## src/rtl/eeprom_wp_pkg.sv

```systemverilog
package eeprom_wp_pkg;
  typedef struct packed {
    logic perm;
    logic rev;
  } wp_flags_t;

  typedef enum logic [1:0] {
    RULE_OPEN,
    RULE_READ,
    RULE_PIN,
    RULE_SOFT
  } wp_rule_t;
endpackage

```

## src/rtl/wp_pin_sync.sv

```systemverilog
module wp_pin_sync #(
  parameter int STAGES = 2
) (
  input  logic clk,
  input  logic rst_n,
  input  logic pin_in,
  output logic pin_out
);
  logic [STAGES-1:0] chain;

  generate
    for (genvar i = 0; i < STAGES; i++) begin : g_stage
      if (i == 0) begin : g_first
        always_ff @(posedge clk)
          if (!rst_n) chain[0] <= 1'b0;
          else        chain[0] <= pin_in;
      end else begin : g_next
        always_ff @(posedge clk)
          if (!rst_n) chain[i] <= 1'b0;
          else        chain[i] <= chain[i-1];
      end
    end
  endgenerate

  assign pin_out = chain[STAGES-1];
endmodule

```

## src/rtl/wp_flag_store.sv

```systemverilog
module wp_flag_store
  import eeprom_wp_pkg::*;
(
  input  logic      clk,
  input  logic      por_n,
  input  logic      rst_n,
  input  logic      set_perm,
  input  logic      set_rev,
  input  logic      clr_rev,
  output wp_flags_t flags,
  output logic      done,
  output logic      refused
);
  logic clr_block;
  assign clr_block = clr_rev && !set_rev && flags.perm;

  always_ff @(posedge clk or negedge por_n) begin
    if (!por_n) begin
      flags <= '0;
    end else begin
      if (set_perm) flags.perm <= 1'b1;
      if (set_rev)                     flags.rev <= 1'b1;
      else if (clr_rev && !flags.perm) flags.rev <= 1'b0;
    end
  end

  always_ff @(posedge clk or negedge por_n) begin
    if (!por_n) begin
      done    <= 1'b0;
      refused <= 1'b0;
    end else if (!rst_n) begin
      done    <= 1'b0;
      refused <= 1'b0;
    end else begin
      done    <= set_perm || set_rev || (clr_rev && !clr_block);
      refused <= clr_block;
    end
  end

  assert_perm_sticky_R4: assert property (@(posedge clk) disable iff (!por_n)
    flags.perm |=> flags.perm);
  assert_clear_refused_R6: assert property (@(posedge clk) disable iff (!por_n || !rst_n)
    (clr_rev && !set_rev && flags.perm) |=> (refused && flags.rev == $past(flags.rev)));
  assert_rev_set_R5: assert property (@(posedge clk) disable iff (!por_n || !rst_n)
    set_rev |=> (flags.rev && done));
endmodule

```

## src/rtl/wp_decide.sv

```systemverilog
module wp_decide
  import eeprom_wp_pkg::*;
#(
  parameter int ADDR_W = 8
) (
  input  logic              clk,
  input  logic              rst_n,
  input  logic              req_fire,
  input  logic [ADDR_W-1:0] req_addr,
  input  logic              req_read,
  input  logic              pin_prot,
  input  wp_flags_t         flags,
  output logic              dec_valid,
  output logic              dec_allow,
  output logic              dec_nack
);
  localparam int TOP_BIT = ADDR_W - 1;

  wp_rule_t rule;
  logic     lower_half;

  assign lower_half = !req_addr[TOP_BIT];

  always_comb begin
    if (req_read)                                 rule = RULE_READ;
    else if (pin_prot)                            rule = RULE_PIN;
    else if ((flags.perm || flags.rev) && lower_half) rule = RULE_SOFT;
    else                                          rule = RULE_OPEN;
  end

  always_ff @(posedge clk) begin
    if (!rst_n) begin
      dec_valid <= 1'b0;
      dec_allow <= 1'b0;
      dec_nack  <= 1'b0;
    end else begin
      dec_valid <= req_fire;
      dec_allow <= req_fire && (rule == RULE_OPEN || rule == RULE_READ);
      dec_nack  <= req_fire && (rule == RULE_PIN  || rule == RULE_SOFT);
    end
  end

  assert_pin_blocks_R1: assert property (@(posedge clk) disable iff (!rst_n)
    (req_fire && !req_read && pin_prot) |=> (dec_valid && !dec_allow && dec_nack));
  assert_upper_open_R3: assert property (@(posedge clk) disable iff (!rst_n)
    (req_fire && !req_read && !pin_prot && req_addr[TOP_BIT]) |=> dec_allow);
  assert_read_open_R7: assert property (@(posedge clk) disable iff (!rst_n)
    (req_fire && req_read) |=> (dec_allow && !dec_nack));
  assert_one_verdict_R10: assert property (@(posedge clk) disable iff (!rst_n)
    dec_valid |-> $onehot({dec_allow, dec_nack}));
endmodule

```

## src/rtl/wp_status.sv

```systemverilog
module wp_status
  import eeprom_wp_pkg::*;
(
  input  logic      clk,
  input  logic      rst_n,
  input  logic      query,
  input  wp_flags_t flags,
  input  logic      pin_prot,
  output logic      stat_valid,
  output logic      stat_perm,
  output logic      stat_rev,
  output logic      stat_lower_prot,
  output logic      stat_full_prot
);
  always_ff @(posedge clk) begin
    if (!rst_n) begin
      stat_valid      <= 1'b0;
      stat_perm       <= 1'b0;
      stat_rev        <= 1'b0;
      stat_lower_prot <= 1'b0;
      stat_full_prot  <= 1'b0;
    end else begin
      stat_valid <= query;
      if (query) begin
        stat_perm       <= flags.perm;
        stat_rev        <= flags.rev;
        stat_lower_prot <= flags.perm || flags.rev;
        stat_full_prot  <= pin_prot;
      end
    end
  end

  assert_status_latency_R11: assert property (@(posedge clk) disable iff (!rst_n)
    query |=> stat_valid);
endmodule

```

## src/rtl/eeprom_wp_ctrl.sv

```systemverilog
module eeprom_wp_ctrl
  import eeprom_wp_pkg::*;
#(
  parameter int ADDR_W      = 8,
  parameter int SYNC_STAGES = 2
) (
  input  logic              clk,
  input  logic              por_n,
  input  logic              rst_n,
  input  logic              hw_wp,
  input  logic              wr_valid,
  output logic              wr_ready,
  input  logic [ADDR_W-1:0] wr_addr,
  input  logic              wr_is_read,
  input  logic              cmd_set_perm,
  input  logic              cmd_set_rev,
  input  logic              cmd_clr_rev,
  input  logic              query,
  output logic              dec_valid,
  output logic              dec_allow,
  output logic              dec_nack,
  output logic              cmd_done,
  output logic              cmd_refused,
  output logic              stat_valid,
  output logic              stat_perm,
  output logic              stat_rev,
  output logic              stat_lower_prot,
  output logic              stat_full_prot
);
  wp_flags_t flags;
  logic      pin_prot;
  logic      req_fire;
  logic      run;

  assign run      = rst_n && por_n;
  assign wr_ready = run;
  assign req_fire = wr_valid && wr_ready;

  wp_pin_sync #(.STAGES(SYNC_STAGES)) u_sync (
    .clk(clk), .rst_n(run), .pin_in(hw_wp), .pin_out(pin_prot)
  );

  wp_flag_store u_flags (
    .clk(clk), .por_n(por_n), .rst_n(rst_n),
    .set_perm(cmd_set_perm && run), .set_rev(cmd_set_rev && run),
    .clr_rev(cmd_clr_rev && run),
    .flags(flags), .done(cmd_done), .refused(cmd_refused)
  );

  wp_decide #(.ADDR_W(ADDR_W)) u_decide (
    .clk(clk), .rst_n(run), .req_fire(req_fire), .req_addr(wr_addr),
    .req_read(wr_is_read), .pin_prot(pin_prot), .flags(flags),
    .dec_valid(dec_valid), .dec_allow(dec_allow), .dec_nack(dec_nack)
  );

  wp_status u_status (
    .clk(clk), .rst_n(run), .query(query && run), .flags(flags),
    .pin_prot(pin_prot),
    .stat_valid(stat_valid), .stat_perm(stat_perm), .stat_rev(stat_rev),
    .stat_lower_prot(stat_lower_prot), .stat_full_prot(stat_full_prot)
  );

  assert_ready_in_reset_R9: assert property (@(posedge clk)
    !rst_n |-> !wr_ready);
  assert_decision_follows_R10: assert property (@(posedge clk) disable iff (!run)
    req_fire |=> dec_valid);
endmodule

```

## config.mk

```make
export PLATFORM = sky130hd
export DESIGN_NAME = eeprom_wp_ctrl
export DESIGN_NICKNAME = d
export VERILOG_FILES = /design/src/rtl/eeprom_wp_pkg.sv /design/src/rtl/wp_pin_sync.sv /design/src/rtl/wp_flag_store.sv /design/src/rtl/wp_decide.sv /design/src/rtl/wp_status.sv /design/src/rtl/eeprom_wp_ctrl.sv
export SDC_FILE = /design/constraint.sdc
export NUM_CORES = 1
export LEC_CHECK = 0
export CORE_MARGIN = 10
export CORE_UTILIZATION = 37
export CTS_CLUSTER_SIZE = 30
export DETAILED_ROUTE_END_ITERATION = 7
export PLACE_DENSITY = 0.79
export SYNTH_ARGS = -nofsm -noshare
export SYNTH_HDL_FRONTEND = slang
export SYNTH_SLANG_ARGS = --single-unit
```

## constraint.sdc

```tcl
create_clock -name clk -period 2.6 [get_ports clk]
set_input_delay 0.39 -clock clk [delete_from_list [all_inputs] [get_ports clk]]
set_output_delay 0.39 -clock clk [all_outputs]
set_load 0.01 [all_outputs]
```

Word-level counts from Yosys, hierarchy flattened
Cells that the tools add are included.
- memories kept: 0
- output and inout bits: 11
- bits in writable memories: 0
- bits in latches: 0
- logic and storage cells: 48
- register bits after elaboration: 14
- memory bits (read-only): 0
- add/sub/neg operators: 0
- reduce and logical (&&, ||, !) cells: 24
- eq/ne operators: 3
- div/mod/pow operators: 0
- shift-type cells: 0
- magnitude comparators: 0
- bitwise operators: 0
- $mul: 0
- muxes and demuxes: 7
- operators with widths (kind ; number):
    1-bit logical AND ; 13
    2-bit 2-to-1 mux ; 3
    1-bit logical OR ; 5
    2-bit == test (second input constant) ; 2
    1-bit logical NOT ; 4
    1-bit 2-to-1 mux ; 4
    2-bit by 1-bit == test with 1-bit output (second input constant) ; 1
    2-bit logical NOT ; 1
    2-bit nonzero test ; 1

Longest topological paths before layout
- depth after elaboration: 9
- depth in mapped cells: 3
- gate-level depth less buffers: 3

By module
From an unflattened synthesis, not the netlist that was laid out.
- cell total of the unflattened synthesis: 45
- area total of the unflattened synthesis: 515.5 um^2
- modules (own cells, without submodules) (module ; area an instance (um^2) ; times used ; cells an instance ; sequential area each (um^2)):
    wp_status ; 181.4 ; 1 ; 16 ; 100.1
    wp_flag_store ; 142.6 ; 1 ; 10 ; 100.1
    wp_decide ; 100.1 ; 1 ; 9 ; 60.1
    wp_pin_sync ; 52.6 ; 1 ; 4 ; 40.0
    eeprom_wp_ctrl ; 38.8 ; 1 ; 6 ; 0.0

Worst setup path before layout
No wires, ideal clock.
- path kind: input to output
- from: input por_n
- to: output wr_ready
- path slack: 1.661 ns
- required time: 2.210 ns
- data arrival time: 0.549 ns
- stages: 2
- cell sequence: nand2_2 -> inv_2
- word-level cells in the longest chain between the ends: 1
- RTL lines (what ; line ; RTL):
    from (decl) ; eeprom_wp_ctrl.sv:8 ; input logic por_n,
    1-bit logical AND ; eeprom_wp_ctrl.sv:35 ; assign run = rst_n && por_n;
    to (decl) ; eeprom_wp_ctrl.sv:12 ; output logic wr_ready,
No other way between the ends.

Final worst setup path
- from: input rst_n
- to: output wr_ready
- word-level cells in the longest chain between the ends: 1
- RTL lines (what ; line ; RTL):
    from (decl) ; eeprom_wp_ctrl.sv:9 ; input logic rst_n,
    1-bit logical AND ; eeprom_wp_ctrl.sv:35 ;
No other way between the ends.

==> flow_metrics.py <==
metrics = {
    "run_status": {
        "status": "finished, final reports clean",
    },
    "worst_setup_path": {
        "critPathTopFamily": "buffers and inverters",
        "critPathMaxStageDelay_ns": 0.57,
        "cp.arrival_ns": 1.73,
        "worstSetupPathType": "in2out",
        "crit_chain": "clkdlybuf4s50_1 > nand2_2 > inv_2 > clkdlybuf4s50_1",
        "crit_buf_inv": 3,
        "reg2reg_slack_ns": 1.63,
        "start_kind": "primary input",
        "slowest_stage": "clkdlybuf4s50_1",
        "cp_data_required_time_ns": 2.21,
        "path_max_fanout": 6,
        "crit_path_end_kind": "primary output",
        "cpMostUsedCell": "clkdlybuf4s50_1",
    },
    "die": {
        "core_um2": 1270,
        "io_pins": 29,
        "initial_core_util_pct": 38.7,
        "dieArea_um2": 3180,
        "die_h_um": 56.4,
        "rows": 13,
        "die_w_um": 56.4,
    },
    "synthesis": {
        "netlist_instances": 43,
        "synth-async-reset-ratio_pct": 28.6,
        "muxShareOfSynthArea_pct": 6.12,
        "ys.warnings.count": 0,
        "synth_nets": 61,
        "synth-compound-area-share_pct": 11.5,
        "synthSimpleGateAreaFrac_pct": 17.9,
        "synth_seq_cells": 14,
        "synth_xor_xnor_area_share_pct": 0,
        "synth_flop_cell": "dfxtp_1",
        "synth_top_family_by_area": "simple AND/OR/NAND/NOR gates",
        "netlist_area_um2": 490,
        "yosysUniqueCellTypes": 19,
        "ys_seq_area_share_pct": 61.2,
        "synth-edff-count": 0,
        "synth_fa_ha_area_share_pct": 0,
        "avgSynthCellArea_um2": 11.4,
    },
    "hold_path": {
        "hold_class": "in2async",
    },
    "cts": {
        "cts-root-buf": "clkbuf_4",
        "cts_max_path_buffers": 2,
        "clock_latency_ns": 0.27,
        "cts.repair.resized": 0,
        "cts_inserted_buffers": 3,
        "clk_pin_slew_ns": 0.09,
        "postCtsSetupRepairBufs": 0,
        "hold_buffers": 0,
        "cts_sinks": 14,
        "ctsHtreeMaxLevel": 1,
        "cts_tree": "built",
    },
    "global_routing": {
        "grt_usage_pct": 7.75,
        "grt_pass1_vias": 429,
        "grt_first_pass_wirelength_mm": 2.01,
        "grt_overflow": 0,
        "grt_start_max_net_pins": 10,
        "antenna_found_initial": 0,
    },
    "timing": {
        "finalSetupViolations": 0,
        "fin_crit_ns": 2.12,
        "rsz0062_at_grt": "no",
        "slew_violations": 0,
        "tightest_slew_ns": 0.285,
        "finalSetupTns_ns": 0,
        "timing.slew.headroom_pct": 80.9,
        "final.setup_skew_ns": 0.00941,
        "post-route-period-util_pct": 81.7,
        "fmax_ghz": 0.471,
        "finalHoldViolations": 0,
    },
    "finish": {
        "fin_area_um2": 748,
        "multiInputGateArea_um2": 174,
        "diodes": 0,
        "nets": 87,
        "drive_above_1_share_pct": 16.2,
        "regArea_um2": 300,
        "synthToLayoutAreaGrowth_pct": 52.6,
        "final_common_cell": "clkdlybuf4s50_1",
        "layout_common_cells": "clkdlybuf4s50_1 (21), dfxtp_1 (10), nor2_1 (6)",
        "fillers": 109,
    },
    "power_and_ir_drop": {
        "p_per_area_nw_per_um2": 538,
        "p_leak_nw": 0.315,
        "peakVddDrop_uv": 243,
    },
    "route": {
        "drtPass1Iterations": 4,
        "viasPerCell": 4.87,
        "antenna_left": 0,
        "dr.first_iter.drc_count": 2,
        "drcViolationCount": 0,
        "drt_wl_total_mm": 1.12,
        "vias": 404,
        "wl_per_cell_um": 13.5,
    },
    "placed_design": {
        "globalplace.congestion": 0.720,
        "dpl.hpwl_um": 896,
        "post_dp_cell_area_um2": 722,
        "port_buffers": 21,
    },
    "job": {
        "drv_cap": 0,
    },
}
[area by class of cell]
cell class              count  share of cell area [%]
flip-flops and latches     14                    40.1
repair buffers             22                    29.1
multi-input cells          25                    23.2
clock buffers               4                    3.51
well taps                  15                    2.51
inverters                   3                    1.51
[cell families after synthesis]
kind of cell / after synthesis
compound gates: 7
buf+inv: 4
flops: 14
mux: 3
simple gates: 15
[report_power, final]
part | switching, W | leakage (nW) | total, W | internal, W
clock network | 0.0000663 | 0.0150 | 0.000126 | 0.0000593
registers | 0.00000283 | 0.126 | 0.000225 | 0.000222
logic | 0.0000198 | 0.174 | 0.0000518 | 0.0000320
total | 0.0000890 | 0.315 | 0.000403 | 0.000314
[worst paths after layout]
kind,to,startpoint,depth (start not counted)
hold / removal,u_flags.done,por_n,2
max in group asynchronous,u_flags.flags[0],por_n,2
hold reg to reg,u_sync.pin_out,u_sync.chain[0],1
min in group clk,u_sync.pin_out,u_sync.chain[0],1
setup reg to reg,u_flags.flags[0],u_flags.flags[1],2
setup / recovery,wr_ready,rst_n,4
[flip-flops by register name (all words and copies together), names as in the netlist]
register / cells
u_flags.flags: 2
u_status.stat_full_prot: 1
u_decide.dec_nack: 1
u_status.stat_lower_prot: 1
u_decide.dec_allow: 1
u_flags.refused: 1
u_decide.dec_valid: 1
u_status.stat_valid: 1
u_sync.pin_out: 1
u_status.stat_rev: 1
u_status.stat_perm: 1
u_sync.chain: 1
u_flags.done: 1
[cell usage after synthesis (2+ instances only)]
master	n	area (um2)
nor2_1	6	22.5
dfxtp_1	10	200
dfrtp_1	4	100
nand2b_1	2	12.5
and3_2	3	22.5
inv_1	2	7.51
mux2i_1	3	30.0
a211oi_1	2	15.0
[through the flow]
stage               utilization, %  hold WS (ns)  setup slack, ns  instances  total power [W]
finish                        59.0         0.436            0.476         83         0.000403
global route                  59.0         0.448            0.399         83         0.000428
CTS                           59.0         0.433            0.461         83         0.000409
detailed placement            56.9         0.472            0.466         79         0.000283
global placement              56.9         0.467            0.465         79         0.000282
floorplan                        -        0.0944             1.66         43         0.000246
[per-layer routing]
layer	GRT usage [%]	up-vias	routed length [um]
met4	4.12	0	7
met5	0	-	0
met2	11.1	15	496
met3	3.15	2	86
li1	-	200	-
met1	9.54	187	526
Note: power is estimated with default switching activity, not from simulation.
